### config.mk
export PLATFORM = sky130hd
export DESIGN_NAME = regcmd_decoder
export DESIGN_NICKNAME = d
export VERILOG_FILES = /design/src/rtl/rcd_pkg.sv /design/src/rtl/rcd_frame_capture.sv /design/src/rtl/rcd_tx_emit.sv /design/src/rtl/regcmd_decoder.sv
export SDC_FILE = /design/constraint.sdc
export NUM_CORES = 1
export LEC_CHECK = 0
export CAP_MARGIN = 15
export CORE_MARGIN = 3
export CORE_UTILIZATION = 50
export DETAILED_ROUTE_END_ITERATION = 10
export PLACE_DENSITY_LB_ADDON = 0.1
export SLEW_MARGIN = 20
export SYNTH_ARGS = -nofsm -noshare
export SYNTH_HDL_FRONTEND = slang
export SYNTH_SLANG_ARGS = --single-unit
### constraint.sdc
create_clock -name clk -period 6.8 [get_ports clk]
set_input_delay 1.36 -clock clk [delete_from_list [all_inputs] [get_ports clk]]
set_output_delay 1.36 -clock clk [all_outputs]
set_load 0.02 [all_outputs]
### src/rtl/rcd_pkg.sv
package rcd_pkg;
    localparam int BYTE_W    = 8;
    localparam int ADDR_HI_W = 6;
    localparam int ADDR_W    = ADDR_HI_W + BYTE_W;
    localparam int FRAME_LEN = 5;
    localparam int POS_W     = $clog2(FRAME_LEN + 1);

    typedef enum logic [2:0] {
        S_HUNT,
        S_GATHER,
        S_ACCESS,
        S_FETCH,
        S_REPLY
    } state_t;
endpackage

### src/rtl/rcd_frame_capture.sv
module rcd_frame_capture import rcd_pkg::*; (
    input  logic              clk,
    input  logic              rst_n,
    input  logic              first,
    input  logic              en,
    input  logic [POS_W-1:0]  pos,
    input  logic [BYTE_W-1:0] din,
    output logic [BYTE_W-1:0] ctl,
    output logic [BYTE_W-1:0] lo,
    output logic [BYTE_W-1:0] dat,
    output logic [BYTE_W-1:0] sum
);
    always_ff @(posedge clk) begin
        if (!rst_n) begin
            ctl <= '0;
            lo  <= '0;
            dat <= '0;
            sum <= '0;
        end else if (first) begin
            sum <= din;
        end else if (en) begin
            sum <= sum + din;
            unique case (pos)
                POS_W'(1): ctl <= din;
                POS_W'(2): lo  <= din;
                POS_W'(3): dat <= din;
                default: ;
            endcase
        end
    end
endmodule

### src/rtl/rcd_tx_emit.sv
module rcd_tx_emit import rcd_pkg::*; #(
    parameter logic [BYTE_W-1:0] SYNC_BYTE = 8'h55
) (
    input  logic              clk,
    input  logic              rst_n,
    input  logic              start,
    input  logic [BYTE_W-1:0] b_ctl,
    input  logic [BYTE_W-1:0] b_lo,
    input  logic [BYTE_W-1:0] b_dat,
    output logic [BYTE_W-1:0] out_data,
    output logic              out_valid,
    output logic              out_last,
    input  logic              out_ready,
    output logic              done
);
    localparam logic [POS_W-1:0] LAST_IDX = POS_W'(FRAME_LEN - 1);

    logic [POS_W-1:0]  idx;
    logic              active;
    logic [BYTE_W-1:0] chk;

    always_ff @(posedge clk) begin
        if (!rst_n) begin
            active <= 1'b0;
            idx    <= '0;
        end else if (start) begin
            active <= 1'b1;
            idx    <= '0;
        end else if (active && out_ready) begin
            if (idx == LAST_IDX) active <= 1'b0;
            else                 idx    <= idx + 1'b1;
        end
    end

    assign chk = SYNC_BYTE + b_ctl + b_lo + b_dat;

    always_comb begin
        unique case (idx)
            POS_W'(0): out_data = SYNC_BYTE;
            POS_W'(1): out_data = b_ctl;
            POS_W'(2): out_data = b_lo;
            POS_W'(3): out_data = b_dat;
            default:   out_data = chk;
        endcase
    end

    assign out_valid = active;
    assign out_last  = active && (idx == LAST_IDX);
    assign done      = active && (idx == LAST_IDX) && out_ready;


    stall_hold_chk: assert property (@(posedge clk) disable iff (!rst_n)
        (out_valid && !out_ready) |=> (out_valid && $stable(out_data) && $stable(out_last)));


    last_needs_valid_chk: assert property (@(posedge clk) disable iff (!rst_n)
        out_last |-> out_valid);
endmodule

### src/rtl/regcmd_decoder.sv
module regcmd_decoder import rcd_pkg::*; #(
    parameter logic [BYTE_W-1:0] SYNC_BYTE = 8'h55
) (
    input  logic              clk,
    input  logic              rst_n,
    input  logic [BYTE_W-1:0] in_data,
    input  logic              in_valid,
    output logic              in_ready,
    output logic [BYTE_W-1:0] out_data,
    output logic              out_valid,
    output logic              out_last,
    input  logic              out_ready,
    output logic [ADDR_W-1:0] reg_addr,
    output logic [BYTE_W-1:0] reg_wdata,
    output logic              reg_we,
    input  logic [BYTE_W-1:0] reg_rdata
);
    localparam logic [POS_W-1:0] CHK_POS = POS_W'(FRAME_LEN - 1);

    state_t            state, nxt;
    logic [POS_W-1:0]  cnt;
    logic              take, hit_sync, cap_en, chk_ok;
    logic              emit_go, emit_done;
    logic [BYTE_W-1:0] ctl, lo, dat, run_sum, resp_dat;

    assign in_ready = (state == S_HUNT) || (state == S_GATHER);
    assign take     = in_valid && in_ready;
    assign hit_sync = take && (state == S_HUNT) && (in_data == SYNC_BYTE);
    assign cap_en   = take && (state == S_GATHER) && (cnt != CHK_POS);
    assign chk_ok   = (in_data == run_sum);

    rcd_frame_capture u_cap (
        .clk   (clk),
        .rst_n (rst_n),
        .first (hit_sync),
        .en    (cap_en),
        .pos   (cnt),
        .din   (in_data),
        .ctl   (ctl),
        .lo    (lo),
        .dat   (dat),
        .sum   (run_sum)
    );

    always_ff @(posedge clk) begin
        if (!rst_n) begin
            state <= S_HUNT;
            cnt   <= '0;
        end else begin
            state <= nxt;
            if (hit_sync)    cnt <= POS_W'(1);
            else if (cap_en) cnt <= cnt + 1'b1;
        end
    end

    always_comb begin
        nxt     = state;
        reg_we  = 1'b0;
        emit_go = 1'b0;
        unique case (state)
            S_HUNT:   if (hit_sync) nxt = S_GATHER;
            S_GATHER: if (take && cnt == CHK_POS) nxt = chk_ok ? S_ACCESS : S_HUNT;
            S_ACCESS: begin
                reg_we = ctl[BYTE_W-1];
                nxt    = S_FETCH;
            end
            S_FETCH: begin
                emit_go = 1'b1;
                nxt     = S_REPLY;
            end
            S_REPLY:  if (emit_done) nxt = S_HUNT;
            default:  nxt = S_HUNT;
        endcase
    end

    always_ff @(posedge clk) begin
        if (!rst_n)              resp_dat <= '0;
        else if (state == S_FETCH) resp_dat <= ctl[BYTE_W-1] ? dat : reg_rdata;
    end

    assign reg_addr  = {ctl[ADDR_HI_W-1:0], lo};
    assign reg_wdata = dat;

    rcd_tx_emit #(.SYNC_BYTE(SYNC_BYTE)) u_emit (
        .clk       (clk),
        .rst_n     (rst_n),
        .start     (emit_go),
        .b_ctl     (ctl),
        .b_lo      (lo),
        .b_dat     (resp_dat),
        .out_data  (out_data),
        .out_valid (out_valid),
        .out_last  (out_last),
        .out_ready (out_ready),
        .done      (emit_done)
    );


    we_single_pulse_chk: assert property (@(posedge clk) disable iff (!rst_n)
        reg_we |=> !reg_we);


    input_closed_chk: assert property (@(posedge clk) disable iff (!rst_n)
        out_valid |-> !in_ready);
endmodule

==> metrics, run 1 <==
run status=completed; Post-DP HPWL=6532 µm; peak supply drop=0.1218 mV; leading post-synthesis cells by cell area=dfxtp_1 (30%), ha_1 (12%), a21oi_1 (6.3%), inv_1 (4.8%), fa_1 (4.8%); static leakage=1.436 nW; largest net degree at the start of global routing=33; Pwr Density=129.4 nW/µm²; DIE WIDTH=87.97 µm; area delta synth->final=17.73%; cells after synthesis=400; initial core utilization=52.31%; CTS max path bufs=2; TritonCTS Buffers=5; routed via count=2921; largest family of logic cells by synthesized area=simple AND/OR/NAND/NOR gates; multiplexer area fraction after synthesis=2.980%; P_sw=0.1212 mW; Final min period=5.118 ns; Ports=54; clock share of power=36.0%; Sinks on Clock Net=50; Slew HR=41.57%; number of global-route vias before repair=2866; Reg power frac=57.2%; CP max stage delay=0.63 ns; post-synth cell types=53; first-pass GRT wire length=14010 µm; Synth Cell Area=3359 µm²; Final period util=75.27%; Post-CTS Hold Buffers=0; Final setup viols=0; Synth Area in XOR/XNOR=3.650%; syn nets=459; All-Layer GR Usage=23.26%; post-cts sizing count=0; core area=6422 µm²; ant diodes=0; crit-path cells=inv_1, fa_1, inv_1, ha_1, ha_1, fa_1, a211oi_1, nor2_1, o21ai_0, nand2b_1, xnor2_1, o21ai_0, clkdlybuf4s50_1; post-synthesis async set-or-reset flop share=0%; max frequency=195.4 MHz; router iterations before antenna repair=4; Util after Layout=61.58%; sequential element share of the synthesized area=29.80%; final wirelength=8465 µm; GRT overflow=0; antenna violations before repair=0; die area=7739 µm²; CTS clk-pin slew, worst paths=0.10 ns; simple-gate share of the synthesized area=20.22%; CTS H-tree depth=2; Final nets=498; port bufs=53; Clk Latency, worst-skew pair=0.30 ns; Critical-path top delay cell=clkdlybuf4s50_1; Cell Int Power=0.3905 mW; Ys Warns=0; Worst EP required=5.44 ns; Final ANT Viol Nets=0; number of flops mapped to enable cells by yosys=0; CP endpoint kind=primary output; top-area cell type share of the netlist area=29.80%; Final Hold Fails=0; Top FF cell, synth=dfxtp_1; routed len/inst=16.37 µm; die height=87.97 µm; startpoint types=flop; Synth Area in Adders=16.31%; routability-driven placement congestion ratio=0.9327; max-slew violations=0; RSZ-0062 raised after global routing=false; Remaining DRCs=0; max cap viols=0; layout cells sized above 1=6.136%; routed vias/inst=5.650; sw frac=23.69%; Slew @ Worst Pin=0.8765 ns; Syn Area/Cell=8.399 µm²; Max FO, Critical Path=4; setup total negative slack=0 ns; post-CTS setup buffers=0; Iteration-0 DRC Markers=160; root buffer cell=clkbuf_8; total power=0.5118 mW; Crit Path Class=reg -> out; Final Skew=0.009994 ns; part of the power in combinational logic=6.8%; TritonCTS clock tree=done; Synth Area in Compound Gates=17.95%; cell taking the most area after synthesis=dfxtp_1; type of the tightest min-delay check=reg -> reg; register bit count reported by yosys=50; crit path DAT=3.76 ns; row cnt=29
## metrics by stage
step | std cells | cell area (µm²) | hold WS [ns] | setup WS [ns]
floorplan | 400 | 3359 | 0.4356 | 2.326
global placement | 509 | 3854 | 0.4570 | 2.108
detailed placement | 509 | 3854 | 0.4668 | 2.007
CTS | 517 | 3949 | 0.4811 | 1.671
global route | 517 | 3955 | 0.5148 | 1.433
finish | 517 | 3955 | 0.4801 | 1.682
## sequential cells by signal, indices dropped and copies added (netlist names)
name and cells:
u_emit.out_valid 1, u_cap.sum 8, u_cap.lo 8, cnt 3, resp_dat 8, u_emit.idx 3, state 3, u_cap.ctl 8
u_cap.dat 8
## critical path: cells and delay by family, from the launching register on
| kind | cells | cell delay [ns] |
|---|---|---|
| adder cells (fa/ha/maj) | 4 | 1.47 |
| AO/OA/AOI/OAI | 3 | 0.56 |
| XOR/XNOR | 1 | 0.12 |
| buffers and inverters | 3 | 0.76 |
| flip-flops | 1 | 0.38 |
| AND/OR/NAND/NOR | 2 | 0.19 |
## power groups by stage
stage	logic (mW)	clock network (mW)	registers, mW
finish	0.0347	0.184	0.293
CTS	0.0346	0.187	0.293
floorplan	0.0150	0	0.300
detailed placement	0.0343	0	0.300
global route	0.0375	0.199	0.293
global placement	0.0343	0	0.300
## cell type report
cell class	instances	area, µm²
fill	562	2467
clock inverter	2	12.51
clock buffer	6	82.58
timing repair buffer	54	538.0
tap	77	96.34
sequential	50	1001
inverter	44	165.2
multi-input combinational	284	2059
## path summary, 6_finish.rpt
path | start | to | slack (ns) | cells past startpoint
worst max-delay path | u_cap.lo[1]$_SDFFE_PN0P_ | out_data[7] | 1.68 | 13
worst min-delay path | u_cap.sum[2]$_SDFFE_PN0P_ | u_cap.sum[2]$_SDFFE_PN0P_ | 0.48 | 2
worst max register to register | cnt[0]$_SDFFE_PN0P_ | u_cap.dat[5]$_SDFFE_PN0P_ | 4.62 | 7
worst min register to register | u_cap.sum[2]$_SDFFE_PN0P_ | u_cap.sum[2]$_SDFFE_PN0P_ | 0.48 | 2
## synthesized netlist by cell type, drive strengths merged (4+ instances only)
cell,n
a211oi,14
a21oi,45
a221oi,5
and3,5
buf,15
clkbuf,7
dfxtp,50
fa,8
ha,31
inv,43
mux2i,10
nand2,37
nand2b,4
nand3,29
nor2,34
nor3,6
o21ai,11
xnor2,11
## kinds of logic after synthesis
group | count (synthesis)
muxes | 10
DFF | 50
buffers and inverters | 66
xor gates and xnor gates | 14
and+or+nand+nor | 128
adders and majority gates | 39
AOI/OAI and AO/OA | 93
## layout by cell type, fill, tap and decap left out, drive strengths merged, types with 14 or more instances in the layout
cell / count
nand3: 29
inv: 43
a21oi: 45
ha: 31
a211oi: 14
clkdlybuf4s50: 53
nand2: 37
nor2: 34
dfxtp: 50
## layer usage
layer | share of wire (%) | wire length, µm | vias to the layer above | global-route usage (%)
li1 | - | - | 1462 | -
met1 | 46 | 3899 | 1392 | 30.34
met2 | 48 | 4099 | 52 | 39.11
met3 | 2.8 | 235 | 15 | 3.857
met4 | 2.7 | 230 | 0 | 7.671
met5 | 0 | 0 | - | 0
No activity file was read; power rests on OpenSTA's default activity.
==> run 2: changes to the inputs <==
- clock period: 6.8 -> 4.8 ns (I/O delays scaled with it)
==> metrics, run 2 (same netlist as run 1, synthesis figures left out) <==
run status=completed; port bufs=53; area delta synth->final=18.25%; row cnt=29; ant diodes=0; largest net degree at the start of global routing=33; Buf/Inv on CP=3; cell count of the worst hold path=2; type of the tightest min-delay check=reg -> reg; crit path DAT=3.53 ns; root buffer cell=clkbuf_8; Post-CTS Hold Buffers=0; first-pass GRT wire length=13890 µm; crit-path cells=inv_1, fa_1, inv_1, fa_1, ha_1, a21o_1, a21oi_1, o21bai_1, a21oi_1, xor2_1, o221ai_1, clkdlybuf4s50_1; TritonCTS clock tree=done; FF-to-FF path depth=7; CP endpoint kind=primary output; Clk Latency, worst-skew pair=0.30 ns; layout cells sized above 1=5.909%; Final nets=498; Final ANT Viol Nets=0; static leakage=1.459 nW; most frequent cells in the layout=clkdlybuf4s50_1 (52), dfxtp_1 (50), inv_1 (43); commonest non-fill, non-tap cell in the layout=clkdlybuf4s50_1; router iterations before antenna repair=4; Critical-path top delay cell=clkdlybuf4s50_1; Slew HR=42.23%; number of global-route vias before repair=2793; Iteration-0 DRC Markers=199; Max FO, Critical Path=4; Final Hold Fails=0; Ports=54; Crit Path Class=reg -> out; GRT overflow=0; peak supply drop=0.1469 mV; Pwr Density=190.8 nW/µm²; Final Skew=0.01425 ns; Final period util=93.57%; CP top delay family=adder cells; Filler cells=572; setup ws final=0.3086 ns; CTS max path bufs=2; DIE WIDTH=87.97 µm; startpoint types=flop; CTS clk-pin slew, worst paths=0.10 ns; setup total negative slack=0 ns; Design Area, Final=3973 µm²; Worst EP required=3.84 ns; CTS H-tree depth=2; die height=87.97 µm; All-Layer GR Usage=23.17%; Post-DP HPWL=6533 µm; routed vias/inst=5.600; routability-driven placement congestion ratio=0.9318; max-slew violations=0; Sinks on Clock Net=50; die area=7739 µm²; core area=6422 µm²; WP depth=12; routed len/inst=16.01 µm; Slew @ Worst Pin=0.8665 ns; placed cell area=3854 µm²; RSZ-0062 raised after global routing=false; antenna violations before repair=0; max cap viols=0; Final setup viols=0; initial core utilization=52.31%; Place WS=0.3957 ns; final wirelength=8277 µm; Remaining DRCs=0; worst hold margin=0.4771 ns; CP max stage delay=0.63 ns; Final min period=4.491 ns; TritonCTS Buffers=5; max frequency=222.6 MHz; routed via count=2895
[run 2: cell types whose count changed in the layout (fill, tap and decap cells not counted), sizes merged]
cell           previous run  this run
dlymetal6s2s              0         1
clkinv                    2         1
clkdlybuf4s50            53        52
bufinv                    0         1
[run 2: final cells by class]
cell class / instances / area (µm²) / share of cell area (%)
Sequential cell: 50 / 1001 / 25.20
Multi-Input combinational cell: 284 / 2059 / 51.84
Timing Repair Buffer: 54 / 540.5 / 13.61
Inverter: 44 / 165.2 / 4.157
Clock buffer: 6 / 72.57 / 1.827
Tap cell: 77 / 96.34 / 2.425
Clock inverter: 2 / 37.54 / 0.9449
[run 2: tightest hold or removal path, stage by stage (launching register included)]
cell and delay (ns):
dfxtp_1 0.33, nand2_1 0.05, a21oi_1 0.05
[run 2: timing repair]
| item | CTS | global route |
|---|---|---|
| resized for setup | 0 | 1 |
| endpoints found under the setup margin | 0 | 1 |
| setup buffers | 0 | 0 |
[run 2: worst paths after layout]
kind | to | from | slack, ns
worst min register to register | u_cap.sum[2]$_SDFFE_PN0P_ | u_cap.sum[2]$_SDFFE_PN0P_ | 0.48
worst max register to register | u_cap.dat[5]$_SDFFE_PN0P_ | cnt[0]$_SDFFE_PN0P_ | 2.63
worst max-delay path | out_data[6] | u_cap.lo[1]$_SDFFE_PN0P_ | 0.31
worst min-delay path | u_cap.sum[2]$_SDFFE_PN0P_ | u_cap.sum[2]$_SDFFE_PN0P_ | 0.48
[run 2: where the power goes]
| part | switching [mW] | internal (mW) |
|---|---|---|
| logic | 0.0266 | 0.0224 |
| registers | 0.000177 | 0.415 |
| clock network | 0.138 | 0.156 |
| total | 0.165 | 0.593 |
[run 2: metrics by stage]
step	power [mW]	cells	util, %
global route	0.7895	517	61.85
finish	0.7578	517	61.85
CTS	0.7671	517	61.72
global placement	0.4731	509	60.00
floorplan	0.4458	400	-
detailed placement	0.4734	509	60.00
[run 2: metal layers]
metal	global-route usage, %	routed length (µm)	vias up	share of wire [%]
met5	0	0	-	0
li1	-	-	1463	-
met2	38.01	4152	72	50
met1	30.32	3697	1351	45
met4	9.623	139	0	1.7
met3	3.669	288	9	3.5
